<file path="src/rtl/seg_chain_pkg.sv">
package seg_chain_pkg;
  localparam int unsigned DEF_COLS  = 160;
  localparam int unsigned DEF_LINES = 4;
  localparam int unsigned DEF_DW    = 8;
  localparam int unsigned DEF_ROWW  = 8;

  // Column index taking arrival bit (base + j); forward fill from index 0
  // when rev is set, otherwise from the top column downward.
  function automatic int col_pos(input int cols, input int base, input int j,
                                 input logic rev);
    return rev ? (base + j) : (cols - 1 - base - j);
  endfunction

  // Bits carried by one bus word for the selected width.
  function automatic int word_bits(input int dw, input logic wide);
    return wide ? dw : dw / 2;
  endfunction
endpackage

</file>
<file path="src/rtl/seg_edge_det.sv">
module seg_edge_det #(
  parameter bit FALLING = 1'b1
) (
  input  logic clk,
  input  logic rst_n,
  input  logic sig,
  output logic pulse
);
  logic sig_q;

  always_ff @(posedge clk or negedge rst_n) begin
    if (!rst_n) sig_q <= 1'b0;
    else        sig_q <= sig;
  end

  generate
    if (FALLING) begin : g_fall
      assign pulse = sig_q & ~sig;
    end else begin : g_rise
      assign pulse = ~sig_q & sig;
    end
  endgenerate
endmodule

</file>
<file path="src/rtl/seg_enable_ctl.sv">
module seg_enable_ctl #(
  parameter int unsigned COLS = 160,
  parameter int unsigned DW   = 8,
  localparam int unsigned CNTW = $clog2(COLS + 1)
) (
  input  logic            clk,
  input  logic            rst_n,
  input  logic            dir,
  input  logic            wide,
  input  logic            ena_a_in,
  input  logic            ena_b_in,
  input  logic            sclk_fall,
  input  logic            lp_fall,
  output logic            shift_acc,
  output logic [CNTW-1:0] bit_cnt,
  output logic            tok_n,
  output logic            oe_a,
  output logic            oe_b
);
  import seg_chain_pkg::*;

  logic            en_in_n;
  logic            line_full;
  logic [CNTW-1:0] step;

  assign en_in_n   = dir ? ena_a_in : ena_b_in;
  assign line_full = (bit_cnt == CNTW'(COLS));
  assign step      = CNTW'(word_bits(DW, wide));
  assign shift_acc = sclk_fall & ~lp_fall & ~en_in_n & ~line_full;
  assign tok_n     = ~line_full;
  assign oe_a      = ~dir;
  assign oe_b      = dir;

  always_ff @(posedge clk or negedge rst_n) begin
    if (!rst_n)         bit_cnt <= '0;
    else if (lp_fall)   bit_cnt <= '0;
    else if (shift_acc) bit_cnt <= bit_cnt + step;
  end
endmodule

</file>
<file path="src/rtl/seg_line_asm.sv">
module seg_line_asm #(
  parameter int unsigned COLS = 160,
  parameter int unsigned DW   = 8,
  localparam int unsigned CNTW = $clog2(COLS + 1),
  localparam int unsigned COLW = $clog2(COLS)
) (
  input  logic            clk,
  input  logic            rst_n,
  input  logic            shift_acc,
  input  logic            lp_fall,
  input  logic            wide,
  input  logic            dir,
  input  logic [DW-1:0]   din,
  input  logic [CNTW-1:0] bit_cnt,
  output logic [COLS-1:0] line_q
);
  import seg_chain_pkg::*;

  logic [COLS-1:0] line_d;
  logic [DW-1:0]   din_g;

  // Data path held low unless a word is being taken.
  assign din_g = shift_acc ? din : '0;

  always_comb begin
    line_d = line_q;
    if (lp_fall) begin
      line_d = '0;
    end else if (shift_acc) begin
      for (int j = 0; j < int'(DW); j++) begin
        if (j < word_bits(DW, wide)) begin
          line_d[COLW'(col_pos(COLS, int'(bit_cnt), j, dir))] =
            din_g[word_bits(DW, wide) - 1 - j];
        end
      end
    end
  end

  always_ff @(posedge clk or negedge rst_n) begin
    if (!rst_n) line_q <= '0;
    else        line_q <= line_d;
  end
endmodule

</file>
<file path="src/rtl/seg_line_stage.sv">
module seg_line_stage #(
  parameter int unsigned COLS  = 160,
  parameter int unsigned LINES = 4,
  parameter int unsigned ROWW  = 8,
  localparam int unsigned LIW  = (LINES > 1) ? $clog2(LINES) : 1
) (
  input  logic                  clk,
  input  logic                  rst_n,
  input  logic                  lp_fall,
  input  logic [COLS-1:0]       line_q,
  input  logic [ROWW-1:0]       row_addr,
  output logic                  mem_we,
  output logic [ROWW-1:0]       mem_row,
  output logic [LINES*COLS-1:0] mem_blk
);
  logic [LIW-1:0]  lidx;
  logic            last_line;
  logic [COLS-1:0] slot [LINES-1];

  assign last_line = (lidx == LIW'(LINES - 1));

  always_ff @(posedge clk or negedge rst_n) begin
    if (!rst_n)       lidx <= '0;
    else if (lp_fall) lidx <= last_line ? '0 : lidx + 1'b1;
  end

  generate
    for (genvar s = 0; s < int'(LINES) - 1; s++) begin : g_slot
      always_ff @(posedge clk or negedge rst_n) begin
        if (!rst_n)                                slot[s] <= '0;
        else if (lp_fall && lidx == LIW'(s))       slot[s] <= line_q;
      end
    end
  endgenerate

  always_ff @(posedge clk or negedge rst_n) begin
    if (!rst_n) begin
      mem_we  <= 1'b0;
      mem_row <= '0;
      mem_blk <= '0;
    end else begin
      mem_we <= lp_fall & last_line;
      if (lp_fall && last_line) begin
        mem_row <= row_addr;
        for (int s = 0; s < int'(LINES) - 1; s++)
          mem_blk[s*COLS +: COLS] <= slot[s];
        mem_blk[(LINES-1)*COLS +: COLS] <= line_q;
      end
    end
  end
endmodule

</file>
<file path="src/rtl/seg_chain_in.sv">
module seg_chain_in #(
  parameter int unsigned COLS  = seg_chain_pkg::DEF_COLS,
  parameter int unsigned LINES = seg_chain_pkg::DEF_LINES,
  parameter int unsigned DW    = seg_chain_pkg::DEF_DW,
  parameter int unsigned ROWW  = seg_chain_pkg::DEF_ROWW,
  localparam int unsigned CNTW = $clog2(COLS + 1)
) (
  input  logic                  clk,
  input  logic                  rst_n,
  input  logic                  sclk,
  input  logic                  lp,
  input  logic [DW-1:0]         din,
  input  logic                  wide,
  input  logic                  dir,
  input  logic [ROWW-1:0]       row_addr,
  input  logic                  ena_a_in,
  input  logic                  ena_b_in,
  output logic                  ena_a_out,
  output logic                  ena_a_oe,
  output logic                  ena_b_out,
  output logic                  ena_b_oe,
  output logic                  mem_we,
  output logic [ROWW-1:0]       mem_row,
  output logic [LINES*COLS-1:0] mem_blk
);
  // Internal events, named for the checker.
  logic            sclk_fall;
  logic            lp_fall;
  logic            shift_acc;
  logic            tok_n;
  logic [CNTW-1:0] bit_cnt;
  logic [COLS-1:0] line_q;

  seg_edge_det #(.FALLING(1'b1)) u_sclk_edge (
    .clk(clk), .rst_n(rst_n), .sig(sclk), .pulse(sclk_fall));

  seg_edge_det #(.FALLING(1'b1)) u_lp_edge (
    .clk(clk), .rst_n(rst_n), .sig(lp), .pulse(lp_fall));

  seg_enable_ctl #(.COLS(COLS), .DW(DW)) u_enable (
    .clk(clk), .rst_n(rst_n), .dir(dir), .wide(wide),
    .ena_a_in(ena_a_in), .ena_b_in(ena_b_in),
    .sclk_fall(sclk_fall), .lp_fall(lp_fall),
    .shift_acc(shift_acc), .bit_cnt(bit_cnt), .tok_n(tok_n),
    .oe_a(ena_a_oe), .oe_b(ena_b_oe));

  seg_line_asm #(.COLS(COLS), .DW(DW)) u_line (
    .clk(clk), .rst_n(rst_n), .shift_acc(shift_acc), .lp_fall(lp_fall),
    .wide(wide), .dir(dir), .din(din), .bit_cnt(bit_cnt), .line_q(line_q));

  seg_line_stage #(.COLS(COLS), .LINES(LINES), .ROWW(ROWW)) u_stage (
    .clk(clk), .rst_n(rst_n), .lp_fall(lp_fall), .line_q(line_q),
    .row_addr(row_addr), .mem_we(mem_we), .mem_row(mem_row),
    .mem_blk(mem_blk));

  assign ena_a_out = tok_n;
  assign ena_b_out = tok_n;
endmodule

</file>
<file path="config.mk">
export PLATFORM = sky130hd
export DESIGN_NAME = seg_chain_in
export DESIGN_NICKNAME = d
export VERILOG_FILES = /design/src/rtl/seg_chain_pkg.sv /design/src/rtl/seg_edge_det.sv /design/src/rtl/seg_enable_ctl.sv /design/src/rtl/seg_line_asm.sv /design/src/rtl/seg_line_stage.sv /design/src/rtl/seg_chain_in.sv
export SDC_FILE = /design/constraint.sdc
export NUM_CORES = 2
export LEC_CHECK = 0
export BUFFER_PORTS_ARGS = -buffer_cell sky130_fd_sc_hd__buf_2
export CAP_MARGIN = 20
export CORE_MARGIN = 2
export CORE_UTILIZATION = 35
export CTS_CLUSTER_DIAMETER = 80
export CTS_CLUSTER_SIZE = 20
export DETAILED_ROUTE_END_ITERATION = 12
export PLACE_DENSITY = 0.52
export REMOVE_ABC_BUFFERS = 1
export SLEW_MARGIN = 10
export SYNTH_ARGS = -nofsm -noshare
export SYNTH_HDL_FRONTEND = slang
export SYNTH_SLANG_ARGS = --single-unit
</file>
<file path="constraint.sdc">
create_clock -name clk -period 4.5 [get_ports clk]
set_clock_uncertainty 0.2 [all_clocks]
set_input_delay 0.9 -clock clk [delete_from_list [all_inputs] [get_ports clk]]
set_output_delay 0.9 -clock clk [all_outputs]
set_load 0.05 [all_outputs]
</file>
# --- Word level (Yosys, flattened, before mapping) ---
# Cells that the tools add are included.
op_classes:
  addsub: 25
  multipliers: 0
  div: 0
  n_lt_le_gt_ge: 32
  n_eq_ne: 4
  n_shift: 0
  n_mux: 86
  bitwise: 12
  reduce_logical: 14
ops:
  columns: ["op", "n"]
  rows:
  - ["2-to-1 mux 160 bit", 24]
  - ["bitwise mux 160 bit", 8]
  - ["less-than comparator 32 x 5 -> 1 bit (second input constant)", 8]
  - ["less-than comparator 4 x 32 -> 1 bit (first input constant)", 4]
  - ["subtractor 32 x 4 -> 32 bit (second input constant)", 4]
  - ["2-to-1 mux 8 bit", 11]
  - ["less-than comparator 8 x 10 -> 1 bit (second input constant)", 8]
  - ["demux 1 bit (select 8 bit)", 8]
  - [">= comparator 8 x 1 -> 1 bit (second input constant)", 8]
  - ["subtractor 32 x 2 -> 32 bit (second input constant)", 2]
  - ["subtractor 32 x 3 -> 32 bit (second input constant)", 2]
  - ["adder 8 x 3 -> 8 bit (second input constant)", 4]
  - ["less-than comparator 3 x 32 -> 1 bit (first input constant)", 1]
  - ["subtractor 8 x 4 -> 8 bit (second input constant)", 4]
  - ["2-to-1 mux 1 bit", 25]
  - ["binary-select mux 1 bit (select 3 bit)", 8]
  - ["adder 8 x 2 -> 8 bit (second input constant)", 2]
  - ["subtractor 8 x 3 -> 8 bit (second input constant)", 2]
  - ["logical AND 1 bit", 12]
  - ["adder 8 x 1 -> 8 bit (second input constant)", 1]
  - ["adder 8 bit", 1]
  - ["equality test 8 bit (second input constant)", 1]
  - ["less-than comparator 1 x 4 -> 1 bit (first input constant)", 2]
  - ["subtractor 8 x 2 -> 8 bit (second input constant)", 1]
  - ["other kinds (11)", 22]
word_totals:
  ff_bits: 1301
  latch_bits: 0
  ram_bits: 0
  rom_bits: 0
  inputBits: 24
  out_inout_bits: 653
  word_cells: 184
  mem_count: 0

# --- Logic depth before layout (Yosys ltp) ---
depth:
  word_depth: 42
  mapped_depth: 12
  ltp_nobuf: 9

# --- Cells and area by module ---
# From an unflattened synthesis, not the netlist that was laid out.
unflattened:
  cells_unflattened: 5782
  hier_area_um2: 67562.3
by_module_without_submodules:
  columns: ["module", "n_inst", "cells_per_inst", "area_per_inst_um2", "seq_area_each_um2"]
  rows:
  - ["seg_line_stage", 1, 2397, 43551.8, 28302.1]
  - ["seg_line_asm", 1, 3336, 23525.1, 4003.8]
  - ["seg_enable_ctl", 1, 44, 400.4, 150.1]
  - ["seg_edge_det", 2, 2, 38.8, 25.0]
  - ["seg_chain_in", 1, 1, 7.5, 0.0]

# --- Least setup slack after synthesis ---
# OpenSTA, ideal clock, no wires.
synth_timing:
  path_kind: "reg2reg"
  startpoint: "register u_enable.bit_cnt[5]"
  endpoint: "register u_line.line_q[84]"
  setup_time_ps: 121
  arrival_ps: 2951
  required_ps: 4179
  slack_ps: 1229
  stages_incl_launch_ff: 12
  path_buffers: 2
  period_less_slack_ps: 3271
  path_cell_list: "dfrtp_1 buf_2 inv_2 ha_1 clkbuf_1 nor2b_1 nand2_1 a2111oi_0 mux2i_1 o21ai_0 a32o_1 a22o_1"
synth_between:
  elab_chain_cells: 39
  word_cells_on_any_way: 124
  cone_classes: "add/sub (15); order compare (16); eq/ne (1); mux (81); bitwise (2); reduce/logical (9)"
synth_rtl:
  columns: ["item", "line_no", "rtl"]
  rows:
  - ["start, declared", "seg_enable_ctl.sv:15", "output logic [CNTW-1:0] bit_cnt,"]
  - ["start signal, assigned", "seg_enable_ctl.sv:37", "else if (shift_acc) bit_cnt <= bit_cnt + step;"]
  - ["parallel branches: the longest is 39 deep, another holds less-than comparator 8 x 10 -> 1 bit", null, null]
  - ["end signal, assigned", "seg_line_asm.sv:41", "else line_q <= line_d;"]
  - ["end, declared", "seg_line_asm.sv:15", "output logic [COLS-1:0] line_q"]
# Several ways; the timed one is not identified. The select of a mux whose other input is x is not followed.
# A chain may end at the register's enable or synchronous reset.

# --- Final worst setup path ---
layout_timing:
  startpoint: "register u_enable.bit_cnt[2]"
  endpoint: "register u_line.line_q[106]"
# The elaborated chain is that of the path after synthesis.

==> Implementation_results.wiki <==
{| class="wikitable"
! Metric !! Value
|-
| Distinct cell type count after synthesis || 78
|-
| Total number of nets in the final design || 6,074
|-
| Tmin final || 3.998 ns
|-
| Area Overhead vs Synth || 18.72%
|-
| Library cell contributing the largest single delay on the critical path || sky130_fd_sc_hd__o22ai_1
|-
| Placeable core region || 153,700 µm²
|-
| Static Leak || 34.83 nW
|-
| Maximum level of the CTS H-tree || 3
|-
| Boundary pin count || 677
|-
| Yosys synthesis warning count || 0
|-
| Type of destination of the critical path || flip-flop
|-
| Category of the worst setup path launch point || flip-flop
|-
| Starting utilization of the core area || 35.17%
|-
| Startpoint of the lowest-slack hold path || sclk
|-
| Die area || 157,600 µm²
|-
| Number of buffers added on ports || 676
|-
| DRC violations left || 0
|-
| Launch point of the worst reg-to-reg path || u_enable.bit_cnt[2]$_DFFE_PN0P_
|-
| Quantity of hold-fixing buffers added after cts || 1
|-
| Post-detailed-placement half-perimeter wirelength || 141,800 µm
|-
| Worst-path clk slew || 0.08 ns
|-
| Synthesized instance count || 5,301
|-
| Worst slew margin relative to its limit || 19.69%
|-
| Buffers plus inverters on the worst setup path || 3
|-
| Syn avg cell area || 10.20 µm²
|-
| First-pass GRT wire length || 296,500 µm
|-
| Per-cell via count in the routed design || 5.319
|-
| Result of the run || complete, no violations
|-
| Proportion of synthesized flip-flops having asynchronous set or reset || 100.0%
|-
| VDD IR-drop max || 271.5 µV
|-
| Count of cells resized by post-cts repair || 0
|-
| Number of setup violations in the final report || 0
|-
| Delay contributed by the slowest stage of the critical path || 0.55 ns
|-
| Data required, critical path || 4.91 ns
|-
| CTS tree || built
|-
| Fill cells || 15.19k
|-
| Count of final max-slew check failures || 0
|-
| Final WL || 202,100 µm
|-
| Most common library cell in the layout ignoring fill and taps || sky130_fd_sc_hd__nand2_1
|-
| Maximum operating frequency || 250.1 MHz
|-
| Fraction of final layout cells with drive strength greater than 1 || 26.55%
|-
| Count of flip-flops with a built-in enable after synthesis || 0
|-
| Maximum buffer depth of the clock tree || 3
|-
| Die width || 397.0 µm
|-
| Clock latency on the worst-skew pair || 0.73 ns
|-
| Length of the first detailed-routing pass in iterations || 6
|-
| Number of DRC markers after the initial detailed-route iteration || 3,679
|-
| Dominant synthesized flop cell || sky130_fd_sc_hd__dfrtp_1
|-
| Largest net degree at the start of global routing || 183
|-
| Power density over the cells || 385.0 nW/µm²
|-
| Overflow after GRT || 0
|-
| Setup repair after global routing missed its margin || no
|-
| Max capacitance violation total || 0
|-
| Arrival @ worst endpoint || 4.40 ns
|-
| Area occupied by multi-input gates || 20,260 µm²
|-
| Number of buffers created by CTS || 85
|-
| Worst setup slack for register-to-register paths || 0.50 ns
|-
| Chip Height || 397.0 µm
|-
| Slew at the pin closest to its max-slew limit || 1.205 ns
|-
| Kind of cell adding the most delay to the critical path || compound AO/OA/AOI/OAI gates
|-
| Class of the tightest hold or removal check || primary input to flip-flop
|-
| Average wire length per cell after detail routing || 24.89 µm
|-
| Antenna Violating Nets Remaining || 0
|-
| Crit Path Class || flip-flop to flip-flop
|-
| Yosys reg bits || 1,299
|-
| Gpl congestion || 0.9795
|-
| # clock sinks || 1,299
|-
| Tot GR Track Use || 25.20%
|-
| Post-synthesis instance area || 54,040 µm²
|-
| Worst Hold Margin || 0.1168 ns
|-
| Crit share post-route || 88.85%
|-
| Most frequent cells in the layout || 2,101 x sky130_fd_sc_hd__nand2_1, 1,299 x sky130_fd_sc_hd__dfrtp_1, 675 x sky130_fd_sc_hd__buf_2
|-
| Site row count || 144
|-
| FF+latch area || 32,510 µm²
|-
| Setup tns final || 0 ns
|-
| Antenna violations before repair || 11
|-
| Crit. Startpoint || u_enable.bit_cnt[2]$_DFFE_PN0P_
|-
| Highest fanout seen on the critical path || 26
|-
| Final hold violation count || 0
|-
| Number of global-route vias before repair || 42.70k
|-
| CP Cell Sequence || buf_4 > ha_1 > and4bb_2 > xnor2_1 > buf_4 > a2bb2oi_1 > buf_12 > nor2_1 > o22ai_1 > o22ai_1 > a22o_1
|-
| Root buf cell || sky130_fd_sc_hd__clkbuf_16
|-
| Post-synthesis sequential area ratio || 60.15%
|-
| Total number of vias || 43.19k
|-
| Setup repair bufs after CTS || 0
|}
## sequential cells by signal, summed over array words and instances (netlist names)
| signal | count |
|---|---|
| u_sclk_edge.sig_q | 1 |
| u_enable.bit_cnt | 6 |
| u_line.line_q | 160 |
| u_stage.mem_row | 8 |
| u_stage.lidx | 2 |
| u_stage.mem_we | 1 |
| u_stage.mem_blk | 640 |
| u_stage.slot | 480 |
| u_lp_edge.sig_q | 1 |
## report_power, final
part | internal, mW | total [mW] | leakage, nW | switching, mW
Combinational | 1.00 | 4.07 | 15.5 | 3.07
Clock | 3.66 | 8.01 | 1.26 | 4.34
Sequential | 12.2 | 12.6 | 18.1 | 0.415
## final timing paths
kind | endpoint | cells after the start
setup / recovery | u_line.line_q[106]$_DFFE_PN0P_ | 11
hold / removal | u_sclk_edge.sig_q$_DFF_PN0_ | 1
setup reg to reg | u_line.line_q[106]$_DFFE_PN0P_ | 11
hold reg to reg | u_stage.mem_blk[179]$_DFFE_PN0P_ | 2
max in group asynchronous | u_stage.slot[353]$_DFFE_PN0P_ | 3
min in group asynchronous | u_stage.slot[42]$_DFFE_PN0P_ | 2
## cell usage after synthesis, types with 11 or more instances
cell                          n  share of area, %
sky130_fd_sc_hd__a21oi_1    149               1.4
sky130_fd_sc_hd__a221o_1     12              0.22
sky130_fd_sc_hd__a221oi_1    28              0.45
sky130_fd_sc_hd__a22o_1      30              0.49
sky130_fd_sc_hd__a22oi_1     23              0.32
sky130_fd_sc_hd__a31oi_1     26              0.30
sky130_fd_sc_hd__a32o_1      37              0.69
sky130_fd_sc_hd__a32oi_1     14              0.23
sky130_fd_sc_hd__and2_1      37              0.43
sky130_fd_sc_hd__buf_1       11             0.076
sky130_fd_sc_hd__buf_2       34              0.31
sky130_fd_sc_hd__clkbuf_1   279               1.9
sky130_fd_sc_hd__dfrtp_1   1299                60
sky130_fd_sc_hd__ha_1        14              0.32
sky130_fd_sc_hd__mux2_2     479                10
sky130_fd_sc_hd__mux2i_1     15              0.28
sky130_fd_sc_hd__nand2_1   2106                15
sky130_fd_sc_hd__nand3_1     87              0.81
sky130_fd_sc_hd__nor2_1     127              0.88
sky130_fd_sc_hd__nor3_1      42              0.39
sky130_fd_sc_hd__o21ai_0    124               1.1
sky130_fd_sc_hd__o221ai_1    20              0.32
sky130_fd_sc_hd__o22ai_1     99               1.1
sky130_fd_sc_hd__o31ai_1     17              0.24
sky130_fd_sc_hd__o32ai_1     11              0.18
## layer usage
metal | vias up | routed length, µm | track usage (%)
li1 | 19270 | - | -
met1 | 21770 | 86860 | 34.45
met3 | 414 | 15680 | 5.623
met4 | 16 | 8490 | 9.832
met5 | - | 98 | 0
met2 | 1726 | 90990 | 38.94
## cell families after synthesis
family	synth area share [%]
AND/OR/NAND/NOR	17.89
flip-flops	60.15
AO/OA/AOI/OAI	8.529
multiplexers	10.26
buffers and inverters	2.523
XOR/XNOR	0.2894
adder cells (fa/ha/maj)	0.3612
## stage by stage
step | cell area, µm² | setup slack (ns) | total power [mW] | util [%] | std cells
floorplan | 52730 | -25.32 | 15.23 | - | 4970
global placement | 61560 | 0.3707 | 16.93 | 40.06 | 7991
detailed placement | 61560 | 0.4890 | 16.95 | 40.06 | 7991
CTS | 64150 | 0.6490 | 25.05 | 41.74 | 8115
global route | 64150 | 0.4912 | 25.77 | 41.74 | 8116
finish | 64160 | 0.5017 | 24.70 | 41.75 | 8119
## area by class of cell
| class | instances | share of cell area [%] |
|---|---|---|
| Clock buffer | 91 | 3.397 |
| Clock inverter | 32 | 0.6201 |
| Antenna cell | 4 | 0.01560 |
| Inverter | 14 | 0.09360 |
| Timing Repair Buffer | 978 | 9.653 |
| Tap cell | 2044 | 3.986 |
| Sequential cell | 1299 | 50.66 |
| Multi-Input combinational cell | 3657 | 31.57 |
(Power assumes the default switching activity.)
